[config.mk]
export PLATFORM = sky130hd
export DESIGN_NAME = sreg_alias_file
export DESIGN_NICKNAME = d
export VERILOG_FILES = /design/src/rtl/sreg_alias_pkg.sv /design/src/rtl/sreg_addr_decode.sv /design/src/rtl/sreg_flag_bank.sv /design/src/rtl/sreg_slice_reg.sv /design/src/rtl/sreg_alias_file.sv
export SDC_FILE = /design/constraint.sdc
export NUM_CORES = 2
export LEC_CHECK = 0
export ABC_AREA = 1
export BUFFER_PORTS_ARGS = -buffer_cell sky130_fd_sc_hd__buf_2
export CAP_MARGIN = 5
export CORE_AREA = 2 2 539 541
export DETAILED_ROUTE_END_ITERATION = 6
export DIE_AREA = 0 0 541 543
export GPL_TIMING_DRIVEN = 1
export PLACE_DENSITY = 0.36
export SETUP_SLACK_MARGIN = 0.4
export SYNTH_ARGS = -nofsm -noshare
export SYNTH_HDL_FRONTEND = slang
export SYNTH_SLANG_ARGS = --single-unit
[constraint.sdc]
create_clock -name clk_i -period 1.9 [get_ports clk_i]
set_clock_uncertainty 0.05 [all_clocks]
set_input_delay 0.38 -clock clk_i [delete_from_list [all_inputs] [get_ports clk_i]]
set_output_delay 0.38 -clock clk_i [all_outputs]
set_load 0.05 [all_outputs]
[src/rtl/sreg_alias_pkg.sv]
package sreg_alias_pkg;
   localparam int unsigned NGRP = 2;
   localparam int unsigned GRPW = 4;

   typedef enum logic {
      OP_WRITE = 1'b0,
      OP_SET   = 1'b1
   } sr_op_e;

   typedef enum logic [2:0] {
      NT_NONE,
      NT_GRP0,
      NT_GRP1,
      NT_BOTH,
      NT_MODSL,
      NT_RAND
   } narrow_tgt_e;

   typedef enum logic [1:0] {
      WT_NONE,
      WT_MOD,
      WT_RAND,
      WT_ACC
   } wide_tgt_e;

   localparam logic [11:0] A_GRP0  = 12'h7C0;
   localparam logic [11:0] A_GRP1  = 12'h7C1;
   localparam logic [11:0] A_BOTH  = 12'h7C8;
   localparam logic [11:0] A_MOD0  = 12'h7D0;
   localparam logic [11:0] A_RAND  = 12'hFC0;
   localparam int unsigned W_MOD  = 0;
   localparam int unsigned W_RAND = 1;
   localparam int unsigned W_ACC  = 2;
endpackage

[src/rtl/sreg_addr_decode.sv]
module sreg_addr_decode
   import sreg_alias_pkg::*;
#(
   parameter int unsigned NSLICE = 8,
   parameter int unsigned WSR_AW = 8,
   localparam int unsigned SIW   = (NSLICE > 1) ? $clog2(NSLICE) : 1
) (
   input  logic [11:0]       n_addr_i,
   input  logic [WSR_AW-1:0] w_addr_i,
   output narrow_tgt_e       n_tgt_o,
   output logic [SIW-1:0]    n_slice_o,
   output wide_tgt_e         w_tgt_o
);
   logic [11:0] off;

   assign off       = n_addr_i - A_MOD0;
   assign n_slice_o = off[SIW-1:0];

   always_comb begin
      n_tgt_o = NT_NONE;
      if (n_addr_i == A_GRP0)                      n_tgt_o = NT_GRP0;
      else if (n_addr_i == A_GRP1)                 n_tgt_o = NT_GRP1;
      else if (n_addr_i == A_BOTH)                 n_tgt_o = NT_BOTH;
      else if (n_addr_i == A_RAND)                 n_tgt_o = NT_RAND;
      else if (n_addr_i >= A_MOD0 &&
               off < 12'(NSLICE))                  n_tgt_o = NT_MODSL;
   end

   always_comb begin
      w_tgt_o = WT_NONE;
      if (w_addr_i == WSR_AW'(W_MOD))       w_tgt_o = WT_MOD;
      else if (w_addr_i == WSR_AW'(W_RAND)) w_tgt_o = WT_RAND;
      else if (w_addr_i == WSR_AW'(W_ACC))  w_tgt_o = WT_ACC;
   end
endmodule

[src/rtl/sreg_flag_bank.sv]
module sreg_flag_bank
   import sreg_alias_pkg::*;
#(
   parameter int unsigned NG = NGRP,
   parameter int unsigned GW = GRPW
) (
   input  logic           clk_i,
   input  logic           rst_ni,
   input  logic [NG-1:0]    upd_en_i,
   input  logic [NG*GW-1:0] upd_data_i,
   input  logic [NG-1:0]    sw_we_i,
   input  logic [NG*GW-1:0] sw_data_i,
   output logic [NG*GW-1:0] flags_o
);
   for (genvar g = 0; g < NG; g++) begin : g_grp
      logic [GW-1:0] grp_q;

      always_ff @(posedge clk_i or negedge rst_ni) begin
         if (!rst_ni)             grp_q <= '0;
         else if (sw_we_i[g])     grp_q <= sw_data_i[g*GW +: GW];
         else if (upd_en_i[g])    grp_q <= upd_data_i[g*GW +: GW];
      end

      assign flags_o[g*GW +: GW] = grp_q;

      // software write has priority over datapath update
      assert_sw_beats_upd_R10: assert property (@(posedge clk_i) disable iff (!rst_ni)
         (sw_we_i[g] && upd_en_i[g]) |=> grp_q == $past(sw_data_i[g*GW +: GW]));
      assert_upd_loads_R10: assert property (@(posedge clk_i) disable iff (!rst_ni)
         (!sw_we_i[g] && upd_en_i[g]) |=> grp_q == $past(upd_data_i[g*GW +: GW]));
   end
endmodule

[src/rtl/sreg_slice_reg.sv]
module sreg_slice_reg #(
   parameter int unsigned WLEN = 256,
   parameter int unsigned XLEN = 32,
   parameter bit          HAS_SLICES = 1'b1,
   localparam int unsigned NS  = WLEN / XLEN,
   localparam int unsigned SIW = (NS > 1) ? $clog2(NS) : 1
) (
   input  logic            clk_i,
   input  logic            rst_ni,
   input  logic            wide_we_i,
   input  logic [WLEN-1:0] wide_data_i,
   input  logic            sl_we_i,
   input  logic [SIW-1:0]  sl_idx_i,
   input  logic [XLEN-1:0] sl_data_i,
   output logic [WLEN-1:0] q_o
);
   if (HAS_SLICES) begin : g_sliced
      for (genvar s = 0; s < NS; s++) begin : g_sl
         logic [XLEN-1:0] sq;
         always_ff @(posedge clk_i or negedge rst_ni) begin
            if (!rst_ni)                                  sq <= '0;
            else if (wide_we_i)                           sq <= wide_data_i[s*XLEN +: XLEN];
            else if (sl_we_i && sl_idx_i == SIW'(s))      sq <= sl_data_i;
         end
         assign q_o[s*XLEN +: XLEN] = sq;
      end
   end else begin : g_whole
      logic [WLEN-1:0] wq;
      always_ff @(posedge clk_i or negedge rst_ni) begin
         if (!rst_ni)        wq <= '0;
         else if (wide_we_i) wq <= wide_data_i;
      end
      assign q_o = wq;
      logic unused_sl;
      assign unused_sl = sl_we_i ^ (^sl_idx_i) ^ (^sl_data_i);
   end

   // a wide write overrides any concurrent slice write
   assert_wide_wins_R11: assert property (@(posedge clk_i) disable iff (!rst_ni)
      wide_we_i |=> q_o == $past(wide_data_i));
endmodule

[src/rtl/sreg_alias_file.sv]
module sreg_alias_file
   import sreg_alias_pkg::*;
#(
   parameter int unsigned XLEN   = 32,
   parameter int unsigned WLEN   = 256,
   parameter int unsigned WSR_AW = 8,
   localparam int unsigned NSL   = WLEN / XLEN,
   localparam int unsigned SIW   = (NSL > 1) ? $clog2(NSL) : 1,
   localparam int unsigned FW    = NGRP * GRPW
) (
   input  logic              clk_i,
   input  logic              rst_ni,
   input  logic              csr_en_i,
   input  logic              csr_op_i,
   input  logic [11:0]       csr_addr_i,
   input  logic [XLEN-1:0]   csr_wdata_i,
   output logic [XLEN-1:0]   csr_rdata_o,
   input  logic              wsr_en_i,
   input  logic              wsr_op_i,
   input  logic [WSR_AW-1:0] wsr_addr_i,
   input  logic [WLEN-1:0]   wsr_wdata_i,
   output logic [WLEN-1:0]   wsr_rdata_o,
   input  logic [NGRP-1:0]   flag_upd_i,
   input  logic [FW-1:0]     flag_upd_data_i,
   input  logic [WLEN-1:0]   rnd_i,
   output logic              illegal_o,
   output logic [FW-1:0]     flags_o,
   output logic [WLEN-1:0]   mod_o,
   output logic [WLEN-1:0]   acc_o
);
   if (NSL * XLEN != WLEN) begin : g_bad_ratio
      $error("WLEN must be a whole multiple of XLEN");
   end
   if (NSL > 16) begin : g_bad_slices
      $error("modulus slice window holds at most 16 addresses");
   end
   if (XLEN < FW) begin : g_bad_xlen
      $error("XLEN too narrow for the combined flag view");
   end

   narrow_tgt_e    n_tgt;
   wide_tgt_e      w_tgt;
   logic [SIW-1:0] n_slice;

   sreg_addr_decode #(.NSLICE(NSL), .WSR_AW(WSR_AW)) u_dec (
      .n_addr_i (csr_addr_i),
      .w_addr_i (wsr_addr_i),
      .n_tgt_o  (n_tgt),
      .n_slice_o(n_slice),
      .w_tgt_o  (w_tgt)
   );

   logic [XLEN-1:0] n_old, n_new;
   logic [WLEN-1:0] w_old, w_new;

   always_comb begin
      n_old = '0;
      unique case (n_tgt)
         NT_GRP0:  n_old = XLEN'(flags_o[GRPW-1:0]);
         NT_GRP1:  n_old = XLEN'(flags_o[2*GRPW-1:GRPW]);
         NT_BOTH:  n_old = XLEN'(flags_o);
         NT_MODSL: n_old = mod_o[n_slice*XLEN +: XLEN];
         NT_RAND:  n_old = rnd_i[XLEN-1:0];
         default:  n_old = '0;
      endcase
   end

   assign n_new       = (sr_op_e'(csr_op_i) == OP_SET) ? (n_old | csr_wdata_i) : csr_wdata_i;
   assign csr_rdata_o = csr_en_i ? n_old : '0;

   always_comb begin
      w_old = '0;
      unique case (w_tgt)
         WT_MOD:  w_old = mod_o;
         WT_RAND: w_old = rnd_i;
         WT_ACC:  w_old = acc_o;
         default: w_old = '0;
      endcase
   end

   assign w_new       = (sr_op_e'(wsr_op_i) == OP_SET) ? (w_old | wsr_wdata_i) : wsr_wdata_i;
   assign wsr_rdata_o = wsr_en_i ? w_old : '0;

   assign illegal_o = (csr_en_i && n_tgt == NT_NONE) || (wsr_en_i && w_tgt == WT_NONE);

   // flag write steering for the three aliased views
   logic [NGRP-1:0] fl_we;
   logic [FW-1:0]   fl_wd;

   always_comb begin
      fl_we = '0;
      fl_wd = '0;
      if (csr_en_i) begin
         unique case (n_tgt)
            NT_GRP0: begin fl_we = 2'b01; fl_wd = {{GRPW{1'b0}}, n_new[GRPW-1:0]}; end
            NT_GRP1: begin fl_we = 2'b10; fl_wd = {n_new[GRPW-1:0], {GRPW{1'b0}}}; end
            NT_BOTH: begin fl_we = 2'b11; fl_wd = n_new[FW-1:0]; end
            default: ;
         endcase
      end
   end

   sreg_flag_bank #(.NG(NGRP), .GW(GRPW)) u_flags (
      .clk_i     (clk_i),
      .rst_ni    (rst_ni),
      .upd_en_i  (flag_upd_i),
      .upd_data_i(flag_upd_data_i),
      .sw_we_i   (fl_we),
      .sw_data_i (fl_wd),
      .flags_o   (flags_o)
   );

   logic mod_wide_we, mod_sl_we, acc_we;
   assign mod_wide_we = wsr_en_i && w_tgt == WT_MOD;
   assign acc_we      = wsr_en_i && w_tgt == WT_ACC;
   assign mod_sl_we   = csr_en_i && n_tgt == NT_MODSL;

   sreg_slice_reg #(.WLEN(WLEN), .XLEN(XLEN), .HAS_SLICES(1'b1)) u_mod (
      .clk_i      (clk_i),
      .rst_ni     (rst_ni),
      .wide_we_i  (mod_wide_we),
      .wide_data_i(w_new),
      .sl_we_i    (mod_sl_we),
      .sl_idx_i   (n_slice),
      .sl_data_i  (n_new),
      .q_o        (mod_o)
   );

   sreg_slice_reg #(.WLEN(WLEN), .XLEN(XLEN), .HAS_SLICES(1'b0)) u_acc (
      .clk_i      (clk_i),
      .rst_ni     (rst_ni),
      .wide_we_i  (acc_we),
      .wide_data_i(w_new),
      .sl_we_i    (1'b0),
      .sl_idx_i   ('0),
      .sl_data_i  ('0),
      .q_o        (acc_o)
   );

   // an undecoded access alone leaves every register untouched
   assert_illegal_no_change_R9: assert property (@(posedge clk_i) disable iff (!rst_ni)
      (illegal_o && !(csr_en_i && n_tgt != NT_NONE) && !(wsr_en_i && w_tgt != WT_NONE)
       && flag_upd_i == '0)
      |=> ($stable(flags_o) && $stable(mod_o) && $stable(acc_o)));
   assert_illegal_reads_zero_R9: assert property (@(posedge clk_i) disable iff (!rst_ni)
      (csr_en_i && n_tgt == NT_NONE) |-> csr_rdata_o == '0);
   // writes to the random source alter nothing
   assert_rand_write_ignored_R8: assert property (@(posedge clk_i) disable iff (!rst_ni)
      (csr_en_i && n_tgt == NT_RAND && !wsr_en_i && flag_upd_i == '0)
      |=> ($stable(flags_o) && $stable(mod_o) && $stable(acc_o)));
   // read-and-set on the combined view ORs into the flags
   assert_flag_set_R4: assert property (@(posedge clk_i) disable iff (!rst_ni)
      (csr_en_i && csr_op_i && n_tgt == NT_BOTH)
      |=> flags_o == ($past(flags_o) | $past(csr_wdata_i[FW-1:0])));
   // a slice write lands in the matching part of the modulus
   assert_slice_write_R6: assert property (@(posedge clk_i) disable iff (!rst_ni)
      (mod_sl_we && !mod_wide_we && !csr_op_i)
      |=> mod_o[$past(n_slice)*XLEN +: XLEN] == $past(csr_wdata_i));
endmodule

# After elaboration in Yosys (flattened, before gate mapping)
# Index checks and enable logic that the tools add are counted.
[classes]
addsub = 1
order_cmp = 2
n_eq_ne = 21
shifts = 1
muxes = 38
bitwise_logic = 2
n_reduce_logical = 29
[ops]
columns = ["operator", "count"]
rows = [
  ["$pmux W256 S3", 1],
  ["$mux W32", 18],
  ["$mux W256", 2],
  ["$or A256 B256 Y256", 1],
  ["$shiftx A256 B9 Y32", 1],
  ["$pmux W32 S5", 1],
  ["$eq A12 B11 Y1 const B", 3],
  ["$or A32 B32 Y32", 1],
  ["$pmux W8 S3", 1],
  ["$reduce_bool A2 Y1", 10],
  ["$eq A3 B3 Y1 const B", 6],
  ["$mux W4", 4],
  ["$mux W3", 5],
  ["$logic_and A1 B1 Y1", 14],
  ["$eq A12 B12 Y1 const B", 1],
  ["$eq A3 B2 Y1 const B", 4],
  ["$ge A12 B11 Y1 const B", 1],
  ["$lt A12 B4 Y1 const B", 1],
  ["$sub A12 B11 Y12 const B", 1],
  ["$eq A8 B1 Y1 const B", 1],
  ["$eq A8 B2 Y1 const B", 1],
  ["$logic_not A8 Y1", 1],
  ["$mux W2", 4],
  ["$mux W8", 1],
  ["7 further kinds", 10],
]
[totals]
reg_bits = 520
in_bits = 580
output_inout_bits = 809
elab_cells = 105

# Logic depth before layout (Yosys ltp)
[logic_depth]
depth_word = 15
mapped_depth = 16
ltp_nobuf = 15

# Modules after synthesis
# From an unflattened synthesis, not the netlist that was laid out.
[unflattened]
cells_unflattened = 5315
hier_area_um2 = 35247.6
[by_module_without_submodules]
columns = ["mod", "n_inst", "cells_each", "area_each_um2", "seq_area_each_um2"]
rows = [
  ["sreg_alias_file", 1, 2438, 12509.5, 0.0],
  ["sreg_slice_reg at u_mod", 1, 1705, 12433.2, 6406.1],
  ["sreg_slice_reg at u_acc", 1, 1082, 9716.8, 6406.1],
  ["sreg_flag_bank", 1, 44, 355.3, 200.2],
  ["sreg_addr_decode", 1, 46, 232.7, 0.0],
]

# Worst setup path before layout
# No wires, ideal clock.
[synth_timing]
path_kind = "input -> output"
from = "in csr_addr_i[2]"
to = "out illegal_o"
arrival_time_ns = 2.766
t_required_ns = 1.470
path_slack_ns = -1.296
cell_stages = 9
n_path_buf = 1
cell_sequence = "buf_2 -> inv_2 -> nand2_1 -> nor2_1 -> nand2_1 -> clkinv_1 -> nor2_1 -> inv_1 -> o41ai_1"
[synth_via]
elab_chain_cells = 11
word_cells_on_any_way = 16
cone_classes = "add/sub: 1; order compare: 2; eq/ne: 4; mux: 5; reduce/logical: 4"
[synth_rtl]
columns = ["element", "line_no", "text"]
rows = [
  ["from (decl)", "sreg_alias_file.sv:15", "input logic [11:0] csr_addr_i,"],
  ["$sub A12 B11 Y12", "sreg_addr_decode.sv:16", "assign off = n_addr_i - A_MOD0;"],
  ["$lt A12 B4 Y1", "sreg_addr_decode.sv:26", "off < 12'(NSLICE)) n_tgt_o = NT_MODSL;"],
  ["$logic_and A1 B1 Y1", "sreg_addr_decode.sv:25", "else if (n_addr_i >= A_MOD0 &&"],
  ["$mux W3", "sreg_addr_decode.sv:25", ""],
  ["$mux W3", "sreg_addr_decode.sv:24", "else if (n_addr_i == A_RAND) n_tgt_o = NT_RAND;"],
  ["$mux W3", "sreg_addr_decode.sv:23", "else if (n_addr_i == A_BOTH) n_tgt_o = NT_BOTH;"],
  ["$mux W3", "sreg_addr_decode.sv:22", "else if (n_addr_i == A_GRP1) n_tgt_o = NT_GRP1;"],
  ["$mux W3 (*)", "sreg_addr_decode.sv:21", "if (n_addr_i == A_GRP0) n_tgt_o = NT_GRP0;"],
  ["$logic_not A3 Y1 (*)", "sreg_alias_file.sv:84", "assign illegal_o = (csr_en_i && n_tgt == NT_NONE) || (wsr_en_i && w_tgt == WT_NONE);"],
  ["$logic_and A1 B1 Y1 (*)", "sreg_alias_file.sv:84", ""],
  ["$logic_or A1 B1 Y1 (*)", "sreg_alias_file.sv:84", ""],
  ["to (decl)", "sreg_alias_file.sv:26", "output logic illegal_o,"],
]
# Mark *: on every way between the ends. The rest lies on a longest branch, timed or not.

# Worst setup path in the final report
[layout_timing]
from = "reg u_mod.g_sliced.g_sl[6].sq[24]"
to = "out csr_rdata_o[24]"
[layout_via]
elab_chain_cells = 3
[layout_rtl]
columns = ["element", "line_no", "text"]
rows = [
  ["from (decl)", "sreg_slice_reg.sv:19", "logic [XLEN-1:0] sq;"],
  ["from (signal assigned)", "sreg_slice_reg.sv:22", "else if (wide_we_i) sq <= wide_data_i[s*XLEN +: XLEN];"],
  ["from (signal assigned)", "sreg_slice_reg.sv:23", "else if (sl_we_i && sl_idx_i == SIW'(s)) sq <= sl_data_i;"],
  ["$shiftx A256 B9 Y32", "sreg_alias_file.sv:62", "NT_MODSL: n_old = mod_o[n_slice*XLEN +: XLEN];"],
  ["$pmux W32 S5", "sreg_alias_file.sv:58", "unique case (n_tgt)"],
  ["$mux W32", "sreg_alias_file.sv:69", "assign csr_rdata_o = csr_en_i ? n_old : '0;"],
  ["to (decl)", "sreg_alias_file.sv:17", "output logic [XLEN-1:0] csr_rdata_o,"],
]
# No other way between the ends.

==> flow_metrics.py <==
metrics = {
    "power_and_ir_drop": {
        "powerDensity_mw_per_mm2": 591,
        "p_leak_nw": 35.6,
        "ir_drop_mv": 0.669,
    },
    "sta": {
        "max_clock_freq_ghz": 0.299,
        "worst_pin_slew_ps": 1040,
        "hold_viol": 0,
        "rsz0062_at_grt": "true",
        "period_needed_ps": 3350,
        "slew_headroom_pct": 30.4,
        "setup_viol": 937,
        "holdWs_ps": 54.6,
        "setup-tns-final_ps": -453900,
        "layout_setup_ws_ps": -1450,
        "finalCritPeriodShare_pct": 176,
        "drv_slew": 0,
    },
    "logic_synthesis": {
        "synth_edf_count": 0,
        "syn_inst": 4924,
        "synthMuxAreaShare_pct": 0,
        "synth_top_family_by_area": "simple AND/OR/NAND/NOR gates",
        "synth-adder-area-share_pct": 0,
        "synth-xor-area-share_pct": 0,
        "synth_compound_area_share_pct": 19.3,
        "ys_seq_area_share_pct": 39.3,
        "synth.largest_area_cell": "dfrtp_1",
        "async_reset_ff_share_pct": 100,
        "synth_most_common_cell": "nand2_1",
        "syn_nets": 5504,
        "synthTopCellsByArea": "dfrtp_1 39%, nand2_1 24%, inv_1 6.6%, o211ai_1 6.3%, a22oi_1 3.8%",
        "synth_commonest_cells": "2136 x nand2_1, 581 x inv_1, 520 x dfrtp_1",
        "ys_types": 38,
        "synth-simple-area-share_pct": 30.3,
        "synthFlopType": "dfrtp_1",
        "ys_warn_count": 0,
        "synth_area_mm2": 0.0331,
        "yosysTopAreaCellShare_pct": 39.3,
        "synth_seq_cells": 520,
        "avgSynthCellArea_um2": 6.72,
    },
    "min_path": {
        "hold_class": "input pin to flip-flop",
    },
    "cells_and_area": {
        "design_area_mm2": 0.0740,
        "fin_nets": 8494,
        "syn2layout_area_growth_pct": 124,
        "final_util_pct": 25.8,
        "fillerInstances": 31600,
        "drive_gt1_share_pct": 50.5,
    },
    "clock_network": {
        "clockBufferDepth": 3,
        "clockRootBuffer": "clkbuf_16",
        "numCtsBuffers": 81,
        "tritoncts": "done",
        "clk_latency_ps": 770,
        "clkTransAtPathRegs_ps": 60,
        "h-tree-depth": 3,
        "cts_sinks": 520,
    },
    "status": {
        "violations": "negative setup slack",
        "status": "complete, but fails checks",
    },
    "critical_path": {
        "endpoint_kind": "output pin",
        "critPathRequiredTime_ps": 1470,
        "slowest_stage": "dfrtp_1",
        "path_class": "flip-flop to output pin",
        "cp_cell_sequence": "clkinvlp_4 > nand2_1 > nand4_1 > buf_12 > nand2_8 > nand3_4 > o21ai_4 > buf_4 > inv_2 > nor2_4 > buf_12",
        "cp_top_family": "buffers and inverters",
        "slowest_delay_ps": 380,
        "crit_path_start_kind": "flip-flop",
        "critPathBufInv": 5,
        "critPathMaxFanout": 2,
        "crit_top_cell": "buf_12",
        "arrival_ps": 2920,
    },
    "place": {
        "globalplace.congestion": 0.945,
        "post_dp_cell_area_mm2": 0.0597,
        "hpwl_um": 320000,
        "portBuffers": 1388,
    },
    "global_route": {
        "first_global_vias": 49500,
        "antenna_found_initial": 155,
        "grt_max_degree": 72,
        "grt-ovfl-total": 0,
        "grt_pass1_wl_um": 497000,
        "track_usage_pct": 25.6,
    },
    "detailed_routing": {
        "wire_per_inst_um": 33.3,
        "drc": 0,
        "vias_per_cell": 4.23,
        "ant_nets": 0,
        "drt-initial-drc-count": 4511,
        "wl_um": 394000,
        "via_count": 50000,
        "dr.pass1.iters": 6,
    },
    "job": {
        "max-cap-violations": 0,
    },
    "floorplan": {
        "start_util_pct": 11.5,
        "die_x_um": 541,
        "rows": 197,
        "core-area_mm2": 0.287,
        "dieArea_mm2": 0.294,
        "io_pins": 1389,
        "die_h_um": 543,
    },
}
## worst min-delay path: stages
cell     delay (ps)
buf_2           100
a21oi_1          50
buf_4           140
o21ai_0         150
## repair_timing
item,CTS,global route
pin swaps,168,264
hold endpoints to repair,757,0
gates cloned,31,18
buffers inserted,197,144
hold buffers,266,0
setup endpoints to repair,1329,1329
resized for setup,687,634
## metal layers
layer / global-route usage (%) / vias to the layer above / wire (µm)
met1: 33.7 / 24700 / 172000
met3: 7.20 / 659 / 34400
met2: 38.4 / 2634 / 166000
met4: 11.5 / 70 / 21600
li1: - / 21900 / -
met5: 0 / - / 465
## path summary, 6_finish.rpt
path | from | slack (ps) | cells after the start | endpoint
setup / recovery | u_mod.g_sliced.g_sl[6].sq[24]$_DFFE_PN0P_ | -1450 | 11 | csr_rdata_o[24]
hold / removal | wsr_wdata_i[232] | 50 | 4 | u_acc.q_o[232]$_DFFE_PN0P_
setup reg to reg | u_mod.g_sliced.g_sl[7].sq[15]$_DFFE_PN0P_ | -900 | 20 | u_mod.g_sliced.g_sl[7].sq[15]$_DFFE_PN0P_
hold reg to reg | u_acc.q_o[90]$_DFFE_PN0P_ | 460 | 2 | u_acc.q_o[90]$_DFFE_PN0P_
max in group asynchronous | rst_ni | 750 | 4 | u_mod.g_sliced.g_sl[1].sq[8]$_DFFE_PN0P_
min in group asynchronous | rst_ni | 60 | 2 | u_acc.q_o[241]$_DFFE_PN0P_
## power by group
group / leakage (nW) / switching, W / internal, W / total [W]
clock network: 1.40 / 0.00697 / 0.0100 / 0.0170
registers: 6.93 / 0.000645 / 0.0119 / 0.0125
logic: 27.2 / 0.00956 / 0.00469 / 0.0142
## cells by family after synthesis
group / Yosys count
DFF: 520
and+or+nand+nor: 2541
AOI/OAI and AO/OA: 933
buffers and inverters: 930
## cells in the final DEF, fill, tap and decap left out, types with 157 or more instances in the layout
cell	n
inv_1	225
a22oi_1	157
buf_12	435
clkinvlp_4	275
buf_4	1106
o211ai_1	279
a21o_1	167
dlygate4sd3_1	266
nand2_2	199
buf_2	1098
dfrtp_1	499
nand2_1	1807
## area by class of cell
type | instances | area [µm²] | area share [%]
inverter | 599 | 3410 | 4.61
sequential | 520 | 13000 | 17.6
clock buffer | 111 | 2330 | 3.15
multi-input combinational | 3474 | 19500 | 26.3
timing repair buffer | 3235 | 30300 | 40.9
clock inverter | 40 | 533 | 0.720
tap | 3781 | 4730 | 6.39
antenna | 60 | 150 | 0.203
timing repair inverter | 3 | 90.1 | 0.122
## per-stage QoR
step                      setup WS, ps  total power [W]  instances
after floorplan                   -349           0.0175       4924
after global placement           -1680           0.0257      11000
after detailed placement         -1710           0.0257      11000
after CTS                        -1460           0.0438      11600
after global routing             -1470           0.0450      11800
final                            -1450           0.0437      11800
## sequential cells by signal, indices dropped and copies added (netlist names)
name                    cells
u_acc.q_o                 256
u_flags.g_grp.grp_q         8
u_mod.g_sliced.g_sl.sq    256
Note: power is estimated with default switching activity, not from simulation.
